`src/rtl/pd_derate_pkg.sv`:
```
// Shared types for the advertised power derating selector.
// Assumes power values are unsigned counts of 0.5 W.
package pd_derate_pkg;

    typedef enum logic [1:0] {
        DR_NONE = 2'd0,
        DR_ONE  = 2'd1,
        DR_BOTH = 2'd2
    } derate_e;

    // Classify the active derating conditions.
    function automatic derate_e derate_class(input logic bat_q, input logic th_q);
        if (bat_q && th_q)      return DR_BOTH;
        else if (bat_q || th_q) return DR_ONE;
        else                    return DR_NONE;
    endfunction

endpackage

```
`src/rtl/pdr_sync.sv`:
```
// Multi-stage synchroniser for a vector of asynchronous inputs.
// Assumes each bit is independent; multi-bit coherence is left to the debounce that follows.
module pdr_sync #(
    parameter int W      = 1,
    parameter int STAGES = 2,
    parameter logic [W-1:0] RV = '0
) (
    input  logic         clk,
    input  logic         rst_n,
    input  logic [W-1:0] d_async,
    output logic [W-1:0] d_sync
);
    logic [W-1:0] stage_q [STAGES];

    genvar gi;
    generate
        for (gi = 0; gi < STAGES; gi++) begin : g_stage
            // One flop stage of the synchroniser chain.
            always_ff @(posedge clk) begin
                if (!rst_n) stage_q[gi] <= RV;
                else if (gi == 0) stage_q[gi] <= d_async;
                else stage_q[gi] <= stage_q[(gi == 0) ? 0 : gi - 1];
            end
        end
    endgenerate

    assign d_sync = stage_q[STAGES-1];
endmodule

```
`src/rtl/pdr_sel_filter.sv`:
```
// Debounce for the synchronised select code: a new code is adopted once it has
// stayed the same for DEB cycles. Assumes DEB >= 1.
module pdr_sel_filter #(
    parameter int W   = 2,
    parameter int DEB = 64,
    parameter logic [W-1:0] RV = '1
) (
    input  logic         clk,
    input  logic         rst_n,
    input  logic [W-1:0] din,
    output logic [W-1:0] dout
);
    localparam int CW = (DEB > 1) ? $clog2(DEB) : 1;
    localparam logic [CW-1:0] CNT_LAST = CW'(DEB - 1);

    logic [W-1:0]  cand_q;
    logic [CW-1:0] cnt_q;
    logic [W-1:0]  out_q;

    // Track the candidate code, count its stable cycles and adopt it at the limit.
    always_ff @(posedge clk) begin
        if (!rst_n) begin
            cand_q <= RV;
            cnt_q  <= '0;
            out_q  <= RV;
        end else if (din != cand_q) begin
            cand_q <= din;
            cnt_q  <= '0;
        end else if (cnt_q == CNT_LAST) begin
            out_q  <= cand_q;
        end else begin
            cnt_q  <= cnt_q + 1'b1;
        end
    end

    assign dout = out_q;


    sel_adopt_chk: assert property (@(posedge clk) disable iff (!rst_n)
        (out_q != $past(out_q)) |-> (out_q == $past(din)));
endmodule

```
`src/rtl/pdr_hold_filter.sv`:
```
// Qualifies the battery-low flag: the output rises after the input has been high
// for HOLD consecutive cycles and falls on the first cycle the input is low.
// Assumes HOLD >= 1.
module pdr_hold_filter #(
    parameter int HOLD = 100000
) (
    input  logic clk,
    input  logic rst_n,
    input  logic din,
    output logic dout
);
    localparam int CW = (HOLD > 1) ? $clog2(HOLD) : 1;
    localparam logic [CW-1:0] CNT_LAST = CW'(HOLD - 1);

    logic [CW-1:0] cnt_q;
    logic          q;

    // Count the high run and assert the qualified flag at its limit.
    always_ff @(posedge clk) begin
        if (!rst_n || !din) begin
            cnt_q <= '0;
            q     <= 1'b0;
        end else if (cnt_q == CNT_LAST) begin
            q     <= 1'b1;
        end else begin
            cnt_q <= cnt_q + 1'b1;
        end
    end

    assign dout = q;


    bat_qual_chk: assert property (@(posedge clk) disable iff (!rst_n)
        $rose(q) |-> $past(din));


    bat_clear_chk: assert property (@(posedge clk) disable iff (!rst_n)
        !din |=> !q);
endmodule

```
`src/rtl/pdr_scaler.sv`:
```
// Combinational power scaling: pin-selected fraction, then condition derating.
// Assumes all products fit in PW+3 bits, which holds for a 2-bit select.
module pdr_scaler
    import pd_derate_pkg::*;
#(
    parameter int PW = 9
) (
    input  logic [PW-1:0] max_pwr,
    input  logic [1:0]    sel_code,
    input  logic          bat_q,
    input  logic          th_q,
    output logic [PW-1:0] pwr
);
    localparam int XW = PW + 3;

    logic [XW-1:0] sel_mult;
    logic [XW-1:0] prod_sel;
    logic [PW-1:0] s_pwr;
    logic [XW-1:0] prod_thr;
    logic [PW-1:0] s_three_q;
    logic [PW-1:0] s_quarter;
    derate_e       cls;

    // Pin-selected share: max * (code + 1) / 4 with truncation.
    always_comb begin
        sel_mult = XW'(sel_code) + XW'(1);
        prod_sel = XW'(max_pwr) * sel_mult;
        s_pwr    = prod_sel[PW+1:2];
    end

    // Derated options: three quarters and one quarter of the selected share.
    always_comb begin
        prod_thr  = XW'(s_pwr) * XW'(3);
        s_three_q = prod_thr[PW+1:2];
        s_quarter = s_pwr >> 2;
    end

    // Pick the option for the active condition set.
    always_comb begin
        cls = derate_class(bat_q, th_q);
        unique case (cls)
            DR_ONE:  pwr = s_three_q;
            DR_BOTH: pwr = s_quarter;
            default: pwr = s_pwr;
        endcase
    end


    always_comb begin
        derate_bound_chk: assert (pwr <= s_pwr);
    end
endmodule

```
`src/rtl/pd_derate_sel.sv`:
```
// Advertised power derating selector top. Synchronises and filters the strap and
// condition inputs, computes the power to advertise and pulses a renegotiation
// request on every change. Assumes cfg_max_pwr is quasi-static and needs no synchroniser.
module pd_derate_sel #(
    parameter int PW       = 9,
    parameter int SEL_DEB  = 64,
    parameter int BAT_HOLD = 100000
) (
    input  logic          clk,
    input  logic          rst_n,
    input  logic [PW-1:0] cfg_max_pwr,
    input  logic [1:0]    sel_pins,
    input  logic          bat_low_in,
    input  logic          therm_warn_in,
    output logic [PW-1:0] adv_pwr,
    output logic          reneg_req
);
    logic [1:0]    sel_sync;
    logic [1:0]    sel_code;
    logic          bat_sync;
    logic          bat_q;
    logic          th_sync;
    logic [PW-1:0] pwr_next;
    logic [PW-1:0] adv_q;
    logic          reneg_q;

    pdr_sync #(.W(2), .STAGES(2), .RV(2'b11)) u_sel_sync (
        .clk(clk), .rst_n(rst_n), .d_async(sel_pins), .d_sync(sel_sync));

    pdr_sync #(.W(1), .STAGES(2), .RV(1'b0)) u_bat_sync (
        .clk(clk), .rst_n(rst_n), .d_async(bat_low_in), .d_sync(bat_sync));

    pdr_sync #(.W(1), .STAGES(2), .RV(1'b0)) u_th_sync (
        .clk(clk), .rst_n(rst_n), .d_async(therm_warn_in), .d_sync(th_sync));

    pdr_sel_filter #(.W(2), .DEB(SEL_DEB), .RV(2'b11)) u_sel_filt (
        .clk(clk), .rst_n(rst_n), .din(sel_sync), .dout(sel_code));

    pdr_hold_filter #(.HOLD(BAT_HOLD)) u_bat_filt (
        .clk(clk), .rst_n(rst_n), .din(bat_sync), .dout(bat_q));

    pdr_scaler #(.PW(PW)) u_scale (
        .max_pwr(cfg_max_pwr), .sel_code(sel_code),
        .bat_q(bat_q), .th_q(th_sync), .pwr(pwr_next));

    // Register the advertised value and flag each change for one cycle.
    always_ff @(posedge clk) begin
        if (!rst_n) begin
            adv_q   <= '0;
            reneg_q <= 1'b0;
        end else if (pwr_next != adv_q) begin
            adv_q   <= pwr_next;
            reneg_q <= 1'b1;
        end else begin
            reneg_q <= 1'b0;
        end
    end

    assign adv_pwr   = adv_q;
    assign reneg_req = reneg_q;


    reneg_change_chk: assert property (@(posedge clk) disable iff (!rst_n)
        reneg_q |-> (adv_q != $past(adv_q)));


    adv_hold_chk: assert property (@(posedge clk) disable iff (!rst_n)
        !reneg_q |-> $stable(adv_q));


    adv_bound_chk: assert property (@(posedge clk) disable iff (!rst_n)
        adv_q <= $past(cfg_max_pwr));
endmodule

```
`config.mk`:
```
export PLATFORM = sky130hd
export DESIGN_NAME = pd_derate_sel
export DESIGN_NICKNAME = d
export VERILOG_FILES = /design/src/rtl/pd_derate_pkg.sv /design/src/rtl/pdr_sync.sv /design/src/rtl/pdr_sel_filter.sv /design/src/rtl/pdr_hold_filter.sv /design/src/rtl/pdr_scaler.sv /design/src/rtl/pd_derate_sel.sv
export SDC_FILE = /design/constraint.sdc
export NUM_CORES = 1
export LEC_CHECK = 0
export ABC_CLOCK_PERIOD_IN_PS = 5900
export BUFFER_PORTS_ARGS = -buffer_cell sky130_fd_sc_hd__buf_2
export CORE_MARGIN = 2
export CORE_UTILIZATION = 45
export CTS_BUF_LIST = sky130_fd_sc_hd__clkbuf_2 sky130_fd_sc_hd__clkbuf_4 sky130_fd_sc_hd__clkbuf_8
export CTS_CLUSTER_SIZE = 24
export DETAILED_ROUTE_END_ITERATION = 8
export MAX_ROUTING_LAYER = met4
export PLACE_DENSITY = 0.61
export SLEW_MARGIN = 30
export SYNTH_ARGS = -nofsm -noshare
export SYNTH_HDL_FRONTEND = slang
export SYNTH_HIERARCHICAL = 1
export SYNTH_SLANG_ARGS = --single-unit
```
`constraint.sdc`:
```
create_clock -name clk -period 5.9 [get_ports clk]
set_input_delay 0.885 -clock clk [delete_from_list [all_inputs] [get_ports clk]]
set_output_delay 0.885 -clock clk [all_outputs]
set_load 0.1 [all_outputs]
```
==> results.sh, run 1 <==
export IMPL_firstDrtPassIters=4
export IMPL_cts_buffer_depth=2
export IMPL_syn_nets=399
export IMPL_ir_worst_vdd_mv=0.156
export IMPL_hp_class="reg -> reg"
export IMPL_synth_cells=353
export IMPL_grt_usage=0.172
export IMPL_final_nets=421
export IMPL_maxCapViolCount=0
export IMPL_worst_pin_slew_ns=0.693
export IMPL_chipHeight_um=87.7
export IMPL_fp_dieArea_um2=7690
export IMPL_antenna_left=0
export IMPL_fin_area_um2=3470
export IMPL_clock_latency_ns=0.30
export IMPL_htreeDepth=2
export IMPL_power_leakage_nw=1.47
export IMPL_synthTopCellsByArea="dfxtp_1, ha_1, fa_1"
export IMPL_area_delta_synth_final_pct=9.96
export IMPL_cts_tree="done"
export IMPL_syn_avg_cell_area_um2=8.94
export IMPL_multi_input_area_um2=2110
export IMPL_netlist_area_um2=3150
export IMPL_drt_total_wl_um=6070
export IMPL_antenna_found_initial=0
export IMPL_drive_gt1_frac=0.149
export IMPL_drt_iter0_drc=106
export IMPL_arrival_ns=5.55
export IMPL_dpl_hpwl_um=4590
export IMPL_ys_seq_area_frac=0.292
export IMPL_final_cell_mix="dfxtp_1, nand2_1, nor2_1, buf_2"
export IMPL_gr_total_overflow=0
export IMPL_synth_top_area_share=0.292
export IMPL_ctsResizeCount=0
export IMPL_fillCellCount=673
export IMPL_critPathRequiredTime_ns=6.09
export IMPL_max_freq_ghz=0.186
export IMPL_p_per_area_nw_per_um2=203
export IMPL_gp_congestion=0.838
export IMPL_period_share=0.910
export IMPL_grt_pass1_wl_um=10500
export IMPL_crit_fanout=10
export IMPL_final_setup_viol_count=0
export IMPL_synth_warnings=6
export IMPL_synth_edff_count=0
export IMPL_start_util=0.464
export IMPL_layout_commonest_cell="dfxtp_1"
export IMPL_slew_viol_final=0
export IMPL_clock_sinks=46
export IMPL_start_kind="register"
export IMPL_viasPerCell=5.22
export IMPL_timing_setup_tns_ns=0
export IMPL_grt_max_degree=25
export IMPL_final_hold_viol_count=0
export IMPL_postCtsSetupBuffers=0
export IMPL_async_flop_share=0
export IMPL_synth_flop_cell="dfxtp_1"
export IMPL_grt_pass1_vias=2337
export IMPL_clk_pin_slew_ns=0.10
export IMPL_path_class="reg -> reg"
export IMPL_drcViolationCount=0
export IMPL_via_count=2465
export IMPL_synth_cell_type_count=62
export IMPL_num_rows=30
export IMPL_ioPinCount=25
export IMPL_place_area_um2=3350
export IMPL_cts_hold_buffers=0
export IMPL_clock_skew_ns=0.00603
export IMPL_status="finished, final reports clean"
export IMPL_rsz0062_at_grt="no"
export IMPL_synth_largest_area_cell="dfxtp_1"
export IMPL_finalCriticalPeriod_ns=5.37
export IMPL_avgRoutedWirePerCell_um=12.9
export IMPL_regArea_um2=921
export IMPL_slew_limit_headroom=0.535
export IMPL_synth_seq_cells=46
export IMPL_root_buffer="clkbuf_8"
export IMPL_num_antenna_cells=0
export IMPL_cts_buffers=5
export IMPL_portBuffers=24
export IMPL_core_area_um2=6790
export IMPL_endpoint_kind="register"
export IMPL_die_w_um=87.7
## state kept, by name (all words and copies together) (netlist names)
| name | count |
|---|---|
| u_bat_filt/cnt_q | 17 |
| adv_pwr | 9 |
| u_sel_filt/cnt_q | 6 |
| u_sel_sync/stage_q | 4 |
| u_bat_sync/stage_q | 2 |
| u_sel_filt/cand_q | 2 |
| u_sel_filt/dout | 2 |
| u_th_sync/stage_q | 2 |
| reneg_req | 1 |
| u_bat_filt/dout | 1 |
## metrics by stage
stage          setup WS (ns)  instances  hold WS (ns)  total power [mW]  utilization
6_report               0.533        472         0.418             0.705        0.510
5_1_grt                0.184        472         0.439             0.739        0.510
4_1_cts                0.533        472         0.430             0.716        0.510
3_5_place_dp           0.486        464         0.403             0.464        0.493
3_3_place_gp           0.506        464         0.391             0.463        0.493
2_1_floorplan          0.958        353         0.386             0.436            -
## cell type report
class,count,share of cell area
Clock buffer,5,0.0198
Clock inverter,3,0.0141
Inverter,22,0.0238
Multi-Input combinational cell,276,0.608
Sequential cell,46,0.266
Tap cell,96,0.0346
Timing Repair Buffer,24,0.0346
## where the power goes
part	internal, mW	leakage (nW)	switching (mW)
registers	0.319	0.376	0.00537
logic	0.0451	1.03	0.0870
clock network	0.129	0.0563	0.119
total	0.494	1.47	0.212
## final timing paths
check,from,end,cells past startpoint,slack (ns)
worst max-delay path,u_sel_filt/dout[0],reneg_req,18,0.53
worst max register to register,u_sel_filt/dout[0],reneg_req,18,0.53
worst min-delay path,u_sel_sync/stage_q[0][0],u_sel_sync/stage_q[1][0],1,0.42
worst min register to register,u_sel_sync/stage_q[0][0],u_sel_sync/stage_q[1][0],1,0.42
## synth_stat cells, types with 6 or more instances
cell type  count
a21o_1         7
a21oi_1       20
and2_1        17
clkbuf_1       7
dfxtp_1       46
fa_1           9
ha_1          22
inv_1         22
nand2_1       27
nand2b_1      13
nand3_1        8
nand4_1        9
nor2_1        25
nor2b_1        6
nor3_1         6
o21ai_0       10
xnor2_1       15
xor2_1        16
## kinds of logic after synthesis
group	Yosys count	synth area share
AND/OR/NAND/NOR	145	0.268
AO/OA/AOI/OAI	65	0.149
flip-flops	46	0.292
XOR/XNOR	33	0.100
buffers and inverters	31	0.0401
adder cells (fa/ha/maj)	31	0.144
multiplexers	2	0.00635
## per-layer routing
layer	vias up	wire, um	global-route usage
met2	35	2760	0.266
li1	1276	-	-
met5	-	0	-
met3	4	196	0.0302
met4	0	45	0.0378
met1	1150	3070	0.236
## critical path, cell delays in order (launching register included)
cell	delay, ns
dfxtp_1	0.50
ha_1	0.37
and2_1	0.23
fa_1	0.47
ha_1	0.24
fa_1	0.40
a21o_1	0.21
a221o_2	0.42
xnor2_4	0.20
inv_1	0.14
ha_1	0.40
a21oi_1	0.29
a21boi_0	0.20
a21o_1	0.14
a221oi_2	0.05
a32oi_1	0.35
xnor2_1	0.16
nand4_1	0.13
o41a_1	0.34
(Power assumes the default switching activity.)
==> inputs of run 2 (changes only) <==
Settings changed: GPL_ROUTABILITY_DRIVEN set to 0, MAX_ROUTING_LAYER met4 to unset.
==> run 2 against run 1 <==
Compared with the run above:
- global-route usage is 0.52 points lower
- register-to-register slack is essentially flat
- largest power group unchanged
- die area stayed put
- largest cell class unchanged
- utilization is the same
- wire length down 0.26%
- worst hold slack got worse by 0.00053 ns
- sequential share of layout area unchanged
- critical endpoint unchanged
- cell count did not move
==> results.sh, run 2 (synthesis results as in run 1) <==
export IMPL_postCtsSetupBuffers=0
export IMPL_ir_worst_vdd_mv=0.156
export IMPL_period_share=0.910
export IMPL_path_class="reg -> reg"
export IMPL_final_nets=421
export IMPL_firstDrtPassIters=4
export IMPL_clock_latency_ns=0.30
export IMPL_power_leakage_nw=1.47
export IMPL_rsz0062_at_grt="no"
export IMPL_layout_commonest_cell="dfxtp_1"
export IMPL_cts_hold_buffers=0
export IMPL_status="finished, final reports clean"
export IMPL_clock_sinks=46
export IMPL_grt_pass1_vias=2338
export IMPL_fp_dieArea_um2=7690
export IMPL_timing_setup_tns_ns=0
export IMPL_max_freq_ghz=0.186
export IMPL_final_setup_viol_count=0
export IMPL_p_per_area_nw_per_um2=203
export IMPL_p_seq_frac=0.461
export IMPL_place_area_um2=3350
export IMPL_num_antenna_cells=0
export IMPL_power_frac_clock=0.352
export IMPL_start_kind="register"
export IMPL_crit_fanout=10
export IMPL_num_rows=30
export IMPL_slew_viol_final=0
export IMPL_via_count=2458
export IMPL_finalCriticalPeriod_ns=5.37
export IMPL_grt_pass1_wl_um=10500
export IMPL_cts_buffer_depth=2
export IMPL_area_delta_synth_final_pct=9.96
export IMPL_root_buffer="clkbuf_8"
export IMPL_arrival_ns=5.56
export IMPL_grt_usage=0.167
export IMPL_core_area_um2=6790
export IMPL_clock_skew_ns=0.00640
export IMPL_chipHeight_um=87.7
export IMPL_critPathRequiredTime_ns=6.09
export IMPL_fin_area_um2=3470
export IMPL_critPathMaxStageDelay_ns=0.50
export IMPL_cpLargestDelayFamily="compound AO/OA/AOI/OAI gates"
export IMPL_p_comb_frac=0.187
export IMPL_cp_cell_sequence="ha_1, and2_1, fa_1, ha_1, fa_1, a21o_1, a221o_2, xnor2_4, inv_1, ha_1, a21oi_1, a21boi_0, a21o_1, a221oi_2, a32oi_1, xnor2_1, nand4_1, o41a_1"
export IMPL_drt_iter0_drc=106
export IMPL_die_w_um=87.7
export IMPL_endpoint_kind="register"
export IMPL_gr_total_overflow=0
export IMPL_maxCapViolCount=0
export IMPL_slew_limit_headroom=0.536
export IMPL_cts_tree="done"
export IMPL_ioPinCount=25
export IMPL_largest_reg_flops=17
export IMPL_htreeDepth=2
export IMPL_p_int_mw=0.494
export IMPL_final_cell_mix="dfxtp_1, nand2_1, nor2_1, buf_2"
export IMPL_avgRoutedWirePerCell_um=12.8
export IMPL_worst_hold_slack_ns=0.418
export IMPL_start_util=0.464
export IMPL_antenna_found_initial=0
export IMPL_power_switching_mw=0.211
export IMPL_cp_slowest_cell="dfxtp_1"
export IMPL_antenna_left=0
export IMPL_grt_max_degree=25
export IMPL_worst_pin_slew_ns=0.692
export IMPL_portBuffers=24
export IMPL_ctsResizeCount=0
export IMPL_cts_buffers=5
export IMPL_viasPerCell=5.21
export IMPL_dpl_hpwl_um=4590
export IMPL_clk_pin_slew_ns=0.10
export IMPL_final_hold_viol_count=0
export IMPL_cp_buffers_inverters=1
export IMPL_hp_class="reg -> reg"
export IMPL_switching_share=0.299
export IMPL_drt_total_wl_um=6050
export IMPL_cpMostUsedCell="ha_1"
export IMPL_drive_gt1_frac=0.149
export IMPL_drcViolationCount=0
export IMPL_regMostFlops="u_bat_filt/cnt_q"
## run 2: cell counts in the layout (fill, tap and decap cells not counted)
Identical to the previous run, type by type.
## run 2: power by group through the flow
stage / combinational, mW / sequential [mW] / clock (mW)
after floorplan: 0.0732 / 0.363 / 0
after global placement: 0.131 / 0.332 / 0
after detailed placement: 0.132 / 0.332 / 0
after CTS: 0.133 / 0.325 / 0.259
after global routing: 0.145 / 0.326 / 0.268
final: 0.132 / 0.325 / 0.248
## run 2: stage by stage
step	utilization	total power, mW	std cells	worst slack, ns
detailed placement	0.493	0.464	464	0.486
global route	0.510	0.739	472	0.184
CTS	0.510	0.716	472	0.533
global placement	0.493	0.463	464	0.506
finish	0.510	0.704	472	0.531
floorplan	-	0.436	353	0.958
## run 2: final timing paths
check | slack, ns | startpoint | depth (start not counted) | to
worst max-delay path | 0.53 | u_sel_filt/dout[0] | 18 | reneg_req
worst min register to register | 0.42 | u_sel_sync/stage_q[0][0] | 1 | u_sel_sync/stage_q[1][0]
worst min-delay path | 0.42 | u_sel_sync/stage_q[0][0] | 1 | u_sel_sync/stage_q[1][0]
worst max register to register | 0.53 | u_sel_filt/dout[0] | 18 | reneg_req
## run 2: routing by layer
metal | routed length [um] | up-vias | global-route usage
li1 | - | 1275 | -
met1 | 3050 | 1147 | 0.236
met2 | 2780 | 34 | 0.266
met3 | 195 | 2 | 0.0302
met4 | 31 | 0 | 0.0378
met5 | 0 | - | 0
## run 2: layout make-up
type	instances	area, um^2
tap	96	120
sequential	46	921
multi-input combinational	276	2110
clock buffer	5	68.8
timing repair buffer	24	120
inverter	22	82.6
clock inverter	3	48.8
fill	673	3330
## run 2: worst register-to-register path, delay by kind of cell, from the launching register on
kind / cells / cell delay, ns
AND/OR/NAND/NOR: 2 / 0.36
AO/OA/AOI/OAI: 8 / 2.02
flip-flops: 1 / 0.50
buffers and inverters: 1 / 0.14
XOR/XNOR: 2 / 0.36
adder cells (fa/ha/maj): 5 / 1.88
==> inputs of run 3 (changes only) <==
Settings changed: SYNTH_HIERARCHICAL 1 to unset.
==> run 3 against run 2 <==
Compared with the run above:
- global-route usage grew 2.2 points
- sequential power hardly changed
- die area is 6.7% higher
- via count rose by 18%
- first-iteration DRC count increased by 89%
- clock power about the same
- worst hold slack got worse by 0.0099 ns
- sequential share of layout area fell by 1.6 points
- largest cell class unchanged
==> results.sh, run 3 <==
export IMPL_cp_cell_sequence="ha_1, and2_1, fa_1, ha_1, fa_1, a21oi_1, o211a_1, nor2b_1, xor2_1, inv_1, ha_2, nor2b_1, a2bb2oi_1, o21ai_0, a2111oi_2, o2111ai_1, or4_4, a2111oi_4, a41oi_1"
export IMPL_drt_total_wl_um=7440
export IMPL_synth_seq_cells=46
export IMPL_root_buffer="clkbuf_8"
export IMPL_power_frac_clock=0.336
export IMPL_start_kind="register"
export IMPL_cp_buffers_inverters=1
export IMPL_worst_pin_slew_ns=0.879
export IMPL_status="finished, final reports clean"
export IMPL_grt_pass1_wl_um=12800
export IMPL_synthTopCellsByArea="dfxtp_1, ha_1, fa_1"
export IMPL_yosysMostFrequentCell="dfxtp_1"
export IMPL_antenna_found_initial=0
export IMPL_period_share=0.931
export IMPL_ir_worst_vdd_mv=0.0833
export IMPL_viasPerCell=5.47
export IMPL_syn_nets=458
export IMPL_worst_hold_slack_ns=0.408
export IMPL_ioPinCount=25
export IMPL_firstDrtPassIters=4
export IMPL_synth_flop_cell="dfxtp_1"
export IMPL_grt_pass1_vias=2792
export IMPL_power_switching_mw=0.229
export IMPL_syn_avg_cell_area_um2=8.19
export IMPL_clock_latency_ns=0.30
export IMPL_slew_limit_headroom=0.414
export IMPL_rsz0062_at_grt="no"
export IMPL_ys_seq_area_frac=0.273
export IMPL_core_area_um2=7250
export IMPL_synth_warnings=0
export IMPL_synth_top_area_share=0.273
export IMPL_dpl_hpwl_um=5720
export IMPL_layout_commonest_cell="dfxtp_1"
export IMPL_via_count=2911
export IMPL_critPathRequiredTime_ns=6.08
export IMPL_die_w_um=90.6
export IMPL_async_flop_share=0
export IMPL_clock_sinks=46
export IMPL_endpoint_kind="register"
export IMPL_clk_pin_slew_ns=0.10
export IMPL_switching_share=0.312
export IMPL_avgRoutedWirePerCell_um=14.0
export IMPL_clock_skew_ns=0.0115
export IMPL_portBuffers=24
export IMPL_fp_dieArea_um2=8210
export IMPL_hold_end="u_sel_sync.stage_q[1][0]"
export IMPL_critPathMaxStageDelay_ns=0.57
export IMPL_timing_rr_end="reneg_req"
export IMPL_synth_largest_area_cell="dfxtp_1"
export IMPL_start_util=0.465
export IMPL_largest_reg_flops=17
export IMPL_max_freq_ghz=0.182
export IMPL_grt_usage=0.189
export IMPL_num_rows=31
export IMPL_num_antenna_cells=0
export IMPL_path_class="reg -> reg"
export IMPL_final_cell_mix="dfxtp_1, nand2_1, nor2_1, a21oi_1, inv_1"
export IMPL_p_int_mw=0.504
export IMPL_p_comb_frac=0.216
export IMPL_power_leakage_nw=1.52
export IMPL_min_from="u_sel_sync.stage_q[0][0]"
export IMPL_netlist_area_um2=3370
export IMPL_area_delta_synth_final_pct=9.71
export IMPL_synth_cell_type_count=54
export IMPL_maxCapViolCount=0
export IMPL_synth_edff_count=0
export IMPL_reg2reg_from="u_sel_filt.dout[0]"
export IMPL_antenna_left=0
export IMPL_final_setup_viol_count=0
export IMPL_r2r_slack_ns=0.41
export IMPL_drcViolationCount=0
export IMPL_final_nets=478
export IMPL_p_per_area_nw_per_um2=198
export IMPL_drt_iter0_drc=200
export IMPL_min_path_cells=1
export IMPL_grt_max_degree=24
export IMPL_cts_buffers=5
export IMPL_hp_class="reg -> reg"
export IMPL_cpLargestDelayFamily="adder cells"
export IMPL_gr_total_overflow=0
export IMPL_drive_gt1_frac=0.111
export IMPL_timing_setup_tns_ns=0
export IMPL_synth_cells=412
export IMPL_ys_top_cells_by_count="dfxtp_1, nand2_1, nor2_1"
export IMPL_slew_viol_final=0
export IMPL_chipHeight_um=90.6
export IMPL_cts_tree="done"
export IMPL_htreeDepth=2
export IMPL_final_hold_viol_count=0
export IMPL_regMostFlops="u_bat_filt.cnt_q"
export IMPL_crit_fanout=11
export IMPL_cts_buffer_depth=2
export IMPL_fillCellCount=714
export IMPL_finalCriticalPeriod_ns=5.49
export IMPL_cp_slowest_cell="or4_4"
export IMPL_p_seq_frac=0.448
export IMPL_worstRegToRegCells=19
export IMPL_arrival_ns=5.67
export IMPL_total_power_mw=0.733
run 3: cell families after synthesis:
| group | count (synthesis) | synth area share |
|---|---|---|
| simple gates | 174 | 0.271 |
| mux | 8 | 0.0241 |
| compound gates | 88 | 0.187 |
| flops | 46 | 0.273 |
| buf+inv | 39 | 0.0434 |
| xor+xnor | 26 | 0.0675 |
| fa+ha+maj | 31 | 0.135 |
run 3: repair_timing:
item / 4_1_cts / 5_1_grt
setup endpoints to repair: 0 / 1
gates resized for setup: 0 / 2
hold buffers: 0 / 0
buffers inserted: 0 / 0
run 3: layout make-up:
cell class | instances | area, um^2 | share of cell area
Tap cell | 99 | 124 | 0.0335
Clock inverter | 2 | 37.5 | 0.0101
Inverter | 26 | 97.6 | 0.0264
Timing Repair Buffer | 26 | 135 | 0.0365
Multi-Input combinational cell | 327 | 2310 | 0.624
Clock buffer | 6 | 76.3 | 0.0206
Sequential cell | 46 | 922 | 0.249
run 3: per-stage QoR:
| step | instances | setup slack, ns | area (um^2) | utilization |
|---|---|---|---|---|
| global route | 532 | 0.0170 | 3700 | 0.510 |
| global placement | 524 | 0.294 | 3580 | 0.494 |
| floorplan | 412 | 0.585 | 3370 | - |
| detailed placement | 524 | 0.203 | 3580 | 0.494 |
| finish | 532 | 0.406 | 3700 | 0.510 |
| CTS | 532 | 0.245 | 3700 | 0.510 |
run 3: power groups by stage:
stage | registers (mW) | clock network [mW] | logic [mW]
4_1_cts | 0.328 | 0.256 | 0.157
2_1_floorplan | 0.366 | 0 | 0.0922
6_report | 0.328 | 0.246 | 0.159
3_5_place_dp | 0.335 | 0 | 0.157
3_3_place_gp | 0.335 | 0 | 0.156
5_1_grt | 0.329 | 0.267 | 0.174
run 3: per-layer routing:
layer / vias to the layer above / global-route usage / part of all wire
met2: 58 / 0.307 / 0.46
li1: 1496 / - / -
met4: 0 / 0.0423 / 0.011
met1: 1351 / 0.258 / 0.48
met3: 6 / 0.0392 / 0.048
met5: - / 0 / 0
run 3: worst register-to-register path, stage by stage, from the launching register on:
cell	delay (ns)
dfxtp_2	0.38
ha_1	0.41
and2_1	0.22
fa_1	0.46
ha_1	0.26
fa_1	0.43
a21oi_1	0.19
o211a_1	0.19
nor2b_1	0.16
xor2_1	0.24
inv_1	0.15
ha_2	0.38
nor2b_1	0.16
a2bb2oi_1	0.13
o21ai_0	0.13
a2111oi_2	0.31
o2111ai_1	0.15
or4_4	0.57
a2111oi_4	0.27
a41oi_1	0.15
run 3: worst max-delay path by stage:
stage,to,start,slack [ns],depth (start not counted)
floorplan,reneg_req,cfg_max_pwr[0],0.59,19
global placement,reneg_req,cfg_max_pwr[0],0.29,19
detailed placement,reneg_req,cfg_max_pwr[0],0.20,19
CTS,reneg_req,u_sel_filt.dout[0],0.24,19
global route,reneg_req,u_sel_filt.dout[0],0.02,19
finish,reneg_req,u_sel_filt.dout[0],0.41,19
